[src/rtl/rfe_pkg.sv]
package rfe_pkg;

    typedef enum logic [1:0] {
        ST_IDLE,
        ST_READ,
        ST_MERGE,
        ST_WRITE
    } rfe_state_t;

    typedef struct packed {
        logic [1:0] wsel;
        logic [1:0] bsel;
        logic       dix;
        logic       diy;
        logic [3:0] lop;
    } rfe_cfg_t;

    // log2 of pixels per byte for a depth code
    function automatic logic [1:0] depth_shift(input logic [1:0] bsel);
        unique case (bsel)
            2'd0:    return 2'd2;
            2'd1:    return 2'd1;
            default: return 2'd0;
        endcase
    endfunction

endpackage

[src/rtl/rfe_regs.sv]
module rfe_regs
    import rfe_pkg::*;
#(
    parameter int XW = 11,
    parameter int YW = 12,
    parameter int CW = 12
) (
    input  logic          clk,
    input  logic          rst_n,
    input  logic          we,
    input  logic [3:0]    addr,
    input  logic [15:0]   wdata,
    input  logic          busy,
    output logic [XW-1:0] dx,
    output logic [YW-1:0] dy,
    output logic [CW-1:0] nx,
    output logic [CW-1:0] ny,
    output logic [15:0]   colour,
    output logic          tile,
    output rfe_cfg_t      cfg,
    output logic          start
);

    localparam logic [3:0] A_DX  = 4'd0;
    localparam logic [3:0] A_DY  = 4'd1;
    localparam logic [3:0] A_NX  = 4'd2;
    localparam logic [3:0] A_NY  = 4'd3;
    localparam logic [3:0] A_DIR = 4'd4;
    localparam logic [3:0] A_COL = 4'd5;
    localparam logic [3:0] A_MOD = 4'd6;
    localparam logic [3:0] A_LOP = 4'd7;
    localparam logic [3:0] A_OPC = 4'd8;

    always_ff @(posedge clk or negedge rst_n) begin
        if (!rst_n) begin
            dx     <= '0;
            dy     <= '0;
            nx     <= '0;
            ny     <= '0;
            colour <= '0;
            tile   <= 1'b0;
            cfg    <= '0;
        end else if (we) begin
            unique case (addr)
                A_DX:  dx <= wdata[XW-1:0];
                A_DY:  dy <= wdata[YW-1:0];
                A_NX:  nx <= wdata[CW-1:0];
                A_NY:  ny <= wdata[CW-1:0];
                A_DIR: begin
                    cfg.dix <= wdata[0];
                    cfg.diy <= wdata[1];
                end
                A_COL: colour <= wdata;
                A_MOD: begin
                    cfg.bsel <= wdata[1:0];
                    cfg.wsel <= wdata[3:2];
                    tile     <= wdata[4];
                end
                A_LOP: cfg.lop <= wdata[3:0];
                default: ;
            endcase
        end
    end

    assign start = we && (addr == A_OPC) && !busy;

endmodule

[src/rtl/rfe_addr.sv]
module rfe_addr #(
    parameter int XW = 11,
    parameter int YW = 12,
    parameter int AW = 19
) (
    input  logic [XW-1:0] x,
    input  logic [YW-1:0] y,
    input  logic [1:0]    wsel,
    input  logic [1:0]    shift,
    output logic [XW-1:0] wmask,
    output logic [AW-1:0] addr,
    output logic [7:0]    pmask
);

    localparam int LW = XW + YW;

    logic [3:0]    wlog;
    logic [LW-1:0] yl;
    logic [LW-1:0] xl;

    assign wlog  = 4'd8 + {2'b00, wsel};
    assign wmask = ~({XW{1'b1}} << wlog);
    assign yl    = LW'(y) << wlog;
    assign xl    = LW'(x & wmask);
    assign addr  = AW'((yl | xl) >> shift);

    always_comb begin
        unique case (shift)
            2'd1:    pmask = x[0] ? 8'h0F : 8'hF0;
            2'd2: begin
                unique case (x[1:0])
                    2'd0: pmask = 8'hC0;
                    2'd1: pmask = 8'h30;
                    2'd2: pmask = 8'h0C;
                    default: pmask = 8'h03;
                endcase
            end
            default: pmask = 8'hFF;
        endcase
    end

endmodule

[src/rtl/rfe_merge.sv]
module rfe_merge (
    input  logic [7:0] old,
    input  logic [7:0] src,
    input  logic [7:0] pmask,
    input  logic [3:0] lop,
    output logic [7:0] result
);

    logic [7:0] op_out;

    for (genvar b = 0; b < 8; b++) begin : g_bit
        assign op_out[b] = lop[{src[b], old[b]}];
    end

    assign result = (old & ~pmask) | (op_out & pmask);

endmodule

[src/rtl/rect_fill_engine.sv]
module rect_fill_engine
    import rfe_pkg::*;
#(
    parameter int XW = 11,
    parameter int YW = 12,
    parameter int AW = 19,
    parameter int CW = 12
) (
    input  logic          clk,
    input  logic          rst_n,
    input  logic          reg_we,
    input  logic [3:0]    reg_addr,
    input  logic [15:0]   reg_wdata,
    output logic          mem_rd,
    output logic          mem_wr,
    output logic [AW-1:0] mem_addr,
    output logic [7:0]    mem_wdata,
    input  logic [7:0]    mem_rdata,
    output logic          busy,
    output logic          irq,
    input  logic          irq_ack
);

    rfe_state_t    state_q, state_d;

    logic [XW-1:0] dx_r;
    logic [YW-1:0] dy_r;
    logic [CW-1:0] nx_r, ny_r;
    logic [15:0]   col_r;
    logic          tile_r;
    rfe_cfg_t      cfg_r, cfg_q;
    logic          start;

    logic [XW-1:0] x_q, x0_q, x_nxt, wmask;
    logic [YW-1:0] y_q, y_nxt;
    logic [CW-1:0] ix_q, remx_q, remy_q, nx_q;
    logic [7:0]    col_lo_q, col_hi_q, wdata_q;
    logic [7:0]    src_byte, pmask, merged;
    logic [1:0]    shift;
    logic          sel_hi, last_px, irq_q;

    rfe_regs #(.XW(XW), .YW(YW), .CW(CW)) u_regs (
        .clk    (clk),
        .rst_n  (rst_n),
        .we     (reg_we),
        .addr   (reg_addr),
        .wdata  (reg_wdata),
        .busy   (busy),
        .dx     (dx_r),
        .dy     (dy_r),
        .nx     (nx_r),
        .ny     (ny_r),
        .colour (col_r),
        .tile   (tile_r),
        .cfg    (cfg_r),
        .start  (start)
    );

    assign shift = depth_shift(cfg_q.bsel);

    rfe_addr #(.XW(XW), .YW(YW), .AW(AW)) u_addr (
        .x     (x_q),
        .y     (y_q),
        .wsel  (cfg_q.wsel),
        .shift (shift),
        .wmask (wmask),
        .addr  (mem_addr),
        .pmask (pmask)
    );

    // colour byte: alternates per byte of the row, phase set by start column on decrement
    assign sel_hi   = (cfg_q.dix & x0_q[shift]) ^ ix_q[shift];
    assign src_byte = sel_hi ? col_hi_q : col_lo_q;

    rfe_merge u_merge (
        .old    (mem_rdata),
        .src    (src_byte),
        .pmask  (pmask),
        .lop    (cfg_q.lop),
        .result (merged)
    );

    assign last_px = (remx_q == '0) && (remy_q == '0);
    assign x_nxt   = (cfg_q.dix ? (x_q - XW'(1)) : (x_q + XW'(1))) & wmask;
    assign y_nxt   = cfg_q.diy ? (y_q - YW'(1)) : (y_q + YW'(1));

    // state register
    always_ff @(posedge clk or negedge rst_n) begin
        if (!rst_n) state_q <= ST_IDLE;
        else        state_q <= state_d;
    end

    // next state
    always_comb begin
        state_d = state_q;
        unique case (state_q)
            ST_IDLE:  if (start) state_d = ST_READ;
            ST_READ:  state_d = ST_MERGE;
            ST_MERGE: state_d = ST_WRITE;
            ST_WRITE: state_d = last_px ? ST_IDLE : ST_READ;
            default:  state_d = ST_IDLE;
        endcase
    end

    // datapath
    always_ff @(posedge clk or negedge rst_n) begin
        if (!rst_n) begin
            cfg_q    <= '0;
            x_q      <= '0;
            x0_q     <= '0;
            y_q      <= '0;
            ix_q     <= '0;
            remx_q   <= '0;
            remy_q   <= '0;
            nx_q     <= '0;
            col_lo_q <= '0;
            col_hi_q <= '0;
            wdata_q  <= '0;
            irq_q    <= 1'b0;
        end else begin
            unique case (state_q)
                ST_IDLE: begin
                    if (start) begin
                        cfg_q    <= cfg_r;
                        x_q      <= dx_r;
                        x0_q     <= dx_r;
                        y_q      <= dy_r;
                        ix_q     <= '0;
                        remx_q   <= nx_r - CW'(1);
                        remy_q   <= ny_r - CW'(1);
                        nx_q     <= nx_r;
                        col_lo_q <= col_r[7:0];
                        if (!tile_r) col_hi_q <= col_r[15:8];
                    end
                end
                ST_MERGE: wdata_q <= merged;
                ST_WRITE: begin
                    if (remx_q == '0) begin
                        remx_q <= nx_q - CW'(1);
                        remy_q <= remy_q - CW'(1);
                        x_q    <= x0_q;
                        ix_q   <= '0;
                        y_q    <= y_nxt;
                    end else begin
                        remx_q <= remx_q - CW'(1);
                        x_q    <= x_nxt;
                        ix_q   <= ix_q + CW'(1);
                    end
                end
                default: ;
            endcase
            if (state_q == ST_WRITE && last_px) irq_q <= 1'b1;
            else if (irq_ack)                   irq_q <= 1'b0;
        end
    end

    // outputs
    always_comb begin
        mem_rd    = (state_q == ST_READ);
        mem_wr    = (state_q == ST_WRITE);
        busy      = (state_q != ST_IDLE);
        mem_wdata = wdata_q;
        irq       = irq_q;
    end

endmodule

[config.mk]
export PLATFORM = sky130hd
export DESIGN_NAME = rect_fill_engine
export DESIGN_NICKNAME = d
export VERILOG_FILES = /design/src/rtl/rfe_pkg.sv /design/src/rtl/rfe_regs.sv /design/src/rtl/rfe_addr.sv /design/src/rtl/rfe_merge.sv /design/src/rtl/rect_fill_engine.sv
export SDC_FILE = /design/constraint.sdc
export NUM_CORES = 1
export LEC_CHECK = 0
export ABC_AREA = 1
export BUFFER_PORTS_ARGS = -buffer_cell sky130_fd_sc_hd__buf_2
export CAP_MARGIN = 10
export CORE_MARGIN = 4
export CORE_UTILIZATION = 50
export CTS_BUF_LIST = sky130_fd_sc_hd__clkbuf_4
export DETAILED_ROUTE_END_ITERATION = 7
export PLACE_DENSITY = 0.74
export SYNTH_ARGS = -nofsm -noshare
export SYNTH_HDL_FRONTEND = slang
export SYNTH_SLANG_ARGS = --single-unit
[constraint.sdc]
create_clock -name clk -period 2.8 [get_ports clk]
set_input_delay 0.28 -clock clk [delete_from_list [all_inputs] [get_ports clk]]
set_output_delay 0.28 -clock clk [all_outputs]
set_load 0.01 [all_outputs]
==> flow_summary.json <==
{
  "synth_edf_count": 0,
  "dieArea_um2": 22600,
  "relSlewSlack": 0.402,
  "area_delta_synth_final_pct": 10.3,
  "fin_skew_ns": 0.0236,
  "clkSinkCount": 184,
  "vias_per_cell": 5.40,
  "synth-async-reset-ratio": 1.00,
  "rsz0062_at_grt": "no",
  "synth_cells": 1331,
  "die_y_um": 150,
  "clkPwrFrac": 0.114,
  "avgSynthCellArea_um2": 7.60,
  "cp_common_cell": "inv_1",
  "grt_max_degree": 70,
  "cts_buffers": 17,
  "clk_pin_slew_worst_paths_ns": 0.16,
  "ir_drop_uv": 387,
  "drive_above_1_share": 0.114,
  "setup-violations-final": 0,
  "gp_congestion": 0.889,
  "critical_path_arrival_ns": 2.32,
  "p_sw_mw": 6.26,
  "yosys_warnings": 0,
  "cp-start-kind": "flip-flop",
  "portBuffers": 62,
  "crit_fanout": 10,
  "antenna_found_initial": 1,
  "clk_latency_ns": 0.60,
  "dp_hpwl_mm": 18.2,
  "placed_cell_area_um2": 10700,
  "maxCapViolations": 0,
  "first_pass_iters": 5,
  "final_cell_area_um2": 11200,
  "crit_chain": "inv_2, nor2_1, buf_4, inv_1, or2_2, o221ai_1, inv_1, buf_2",
  "clockBufferDepth": 2,
  "power_frac_comb": 0.550,
  "core_area_um2": 19700,
  "htree_levels": 4,
  "min_period_ns": 2.60,
  "ys_seq_elements": 184,
  "max_freq_mhz": 385,
  "hold_viol_final": 0,
  "ys_seq_area_frac": 0.455,
  "tns_ns": 0,
  "grt_pass1_vias": 8400,
  "start_util": 0.514,
  "drtAntennaViolNets": 0,
  "worstSetupPathType": "reg -> out",
  "syn_area_um2": 10100,
  "min_path_type": "in -> reg",
  "p_int_mw": 6.59,
  "wl_per_cell_um": 15.6,
  "fin_nets": 1457,
  "nFillCells": 1874,
  "crit_slowest_cell": "dfrtp_1",
  "pin_count": 63,
  "grt_busiest_layer": "met2",
  "required_ns": 2.52,
  "cp-end-kind": "output pin",
  "worst_path_largest_cell_delay_ns": 0.48,
  "pwr-share-seq": 0.336,
  "outcome": "completed",
  "finalCritPeriodShare": 0.928,
  "swShare": 0.487,
  "num_rows": 51,
  "grtUsageMet2": 0.377,
  "drt_iter0_markers": 815,
  "fp.dieW_um": 150,
  "clockRootBuffer": "clkbuf_4",
  "slew_viol_final": 0,
  "use_met3": 0.0409,
  "powerDensity_nw_per_um2": 1150,
  "drc": 0,
  "tightest_slew_ns": 0.894,
  "wl_mm": 26.1,
  "gr-total-overflow": 0,
  "ys_types": 51,
  "leakage_nw": 5.59,
  "grtUsageMet1": 0.345,
  "ys.flop_type": "dfrtp_1",
  "track_usage": 0.241,
  "vias": 9045,
  "grt_pass1_wl_mm": 43.0,
  "syn_nets": 1392,
  "cts_tree": "built"
}
## critical path: cells and delay by family (launching register included)
family,cells,cell delay (ns)
AOI/OAI and AO/OA,1,0.07
buffers and inverters,5,0.66
DFF,1,0.48
and+or+nand+nor,2,0.51
## layout by cell type, fill, tap and decap left out, types with 4 or more instances in the layout
master | netlist | final
a21oi_1 | 67 | 67
a221oi_1 | 5 | 5
a22oi_1 | 6 | 6
a31oi_1 | 5 | 5
buf_2 | 12 | 61
buf_4 | 3 | 20
clkbuf_4 | 0 | 17
clkinv_8 | 0 | 4
clkinvlp_4 | 0 | 5
dfrtp_1 | 184 | 183
dlygate4sd3_1 | 0 | 14
ha_1 | 27 | 26
inv_1 | 102 | 100
inv_2 | 9 | 10
nand2_1 | 403 | 403
nand3_1 | 70 | 70
nand4_1 | 7 | 7
nor2_1 | 114 | 114
nor2_2 | 4 | 4
o211ai_1 | 10 | 10
o21ai_0 | 168 | 168
o21ai_1 | 8 | 8
o21bai_1 | 4 | 4
o221ai_1 | 5 | 5
o22ai_1 | 10 | 10
or2_2 | 10 | 10
xnor2_1 | 9 | 9
xor2_1 | 8 | 8
## cell usage after synthesis, types with 4 or more instances
cell type	instances	share of area
nand2_1	403	0.15
dfrtp_1	184	0.46
o21ai_0	168	0.083
nor2_1	114	0.042
inv_1	102	0.038
nand3_1	70	0.035
a21oi_1	67	0.033
clkbuf_1	33	0.012
ha_1	27	0.033
buf_2	12	0.0059
o211ai_1	10	0.0074
o22ai_1	10	0.0062
or2_2	10	0.0062
inv_2	9	0.0033
xnor2_1	9	0.0078
o21ai_1	8	0.0040
xor2_1	8	0.0069
nand4_1	7	0.0043
a22oi_1	6	0.0045
a221oi_1	5	0.0043
a31oi_1	5	0.0031
o221ai_1	5	0.0043
nor2_2	4	0.0025
o21bai_1	4	0.0030
## state kept, by name, summed over array words and instances (netlist names), 12 cells and up
register,cells
u_regs.colour,16
nx_q,12
remx_q,12
remy_q,12
u_regs.dy,12
u_regs.nx,12
u_regs.ny,12
y_q,12
## kinds of logic (layout without fill, tap and decap cells)
group / after synthesis / count (layout) / share of synthesized area
AO/OA/AOI/OAI: 300 / 300 / 0.163
buffers and inverters: 166 / 244 / 0.0657
flip-flops: 184 / 184 / 0.455
XOR/XNOR: 17 / 17 / 0.0147
other: 0 / 1 / 0
multiplexers: 7 / 7 / 0.00842
AND/OR/NAND/NOR: 628 / 628 / 0.256
adder cells (fa/ha/maj): 29 / 29 / 0.0374
## power by group through the flow
stage,sequential (mW),clock [mW],combinational [mW]
floorplan,4.09,0,5.30
global placement,4.32,0,6.83
detailed placement,4.34,0,6.97
CTS,4.28,1.51,7.02
global route,4.42,1.62,8.03
finish,4.31,1.47,7.07
## cell type report
type	count	area [um^2]	area share
Multi-Input combinational cell	981	4840	0.434
Antenna cell	1	2.50	0.000224
Inverter	114	432	0.0387
Tap cell	265	332	0.0297
Timing Repair Buffer	98	649	0.0582
Sequential cell	184	4610	0.413
Clock inverter	15	164	0.0147
Clock buffer	17	128	0.0114
## what timing repair did
action	4_1_cts	5_1_grt
gates resized for setup	0	3
hold buffers	14	0
endpoints found under the setup margin	0	7
endpoints found under the hold margin	80	0
buffers inserted	0	0
## per-layer routing
layer,vias up,wire [um]
met4,0,577
met5,-,0
met3,51,1420
met1,4248,12200
li1,4485,-
met2,261,11900
## path summary, 6_finish.rpt
kind                                      to  cells past startpoint  slack (ns)           from
max                              mem_addr[6]                      8        0.20       cfg_q[6]
min                            u_regs.nx[11]                      3        0.08  reg_wdata[11]
max reg2reg                       remy_q[10]                     12        0.44     state_q[0]
min reg2reg                          x0_q[4]                      2        0.49        x0_q[4]
max in group asynchronous  u_regs.colour[10]                      3        1.82          rst_n
min in group asynchronous      u_regs.ny[10]                      2        0.26          rst_n
## through the flow
step                setup slack [ns]  power, mW  instances  utilization  hold WS (ns)
floorplan                      0.785       9.39       1331            -       -0.0156
global placement               0.586       11.2       1628        0.545         0.338
detailed placement             0.517       11.3       1628        0.545         0.337
CTS                           0.0302       12.8       1674        0.567        0.0315
global route                 0.00271       14.1       1675        0.568        0.0714
finish                         0.202       12.9       1675        0.568        0.0832
Note: power is estimated with default switching activity, not from simulation.
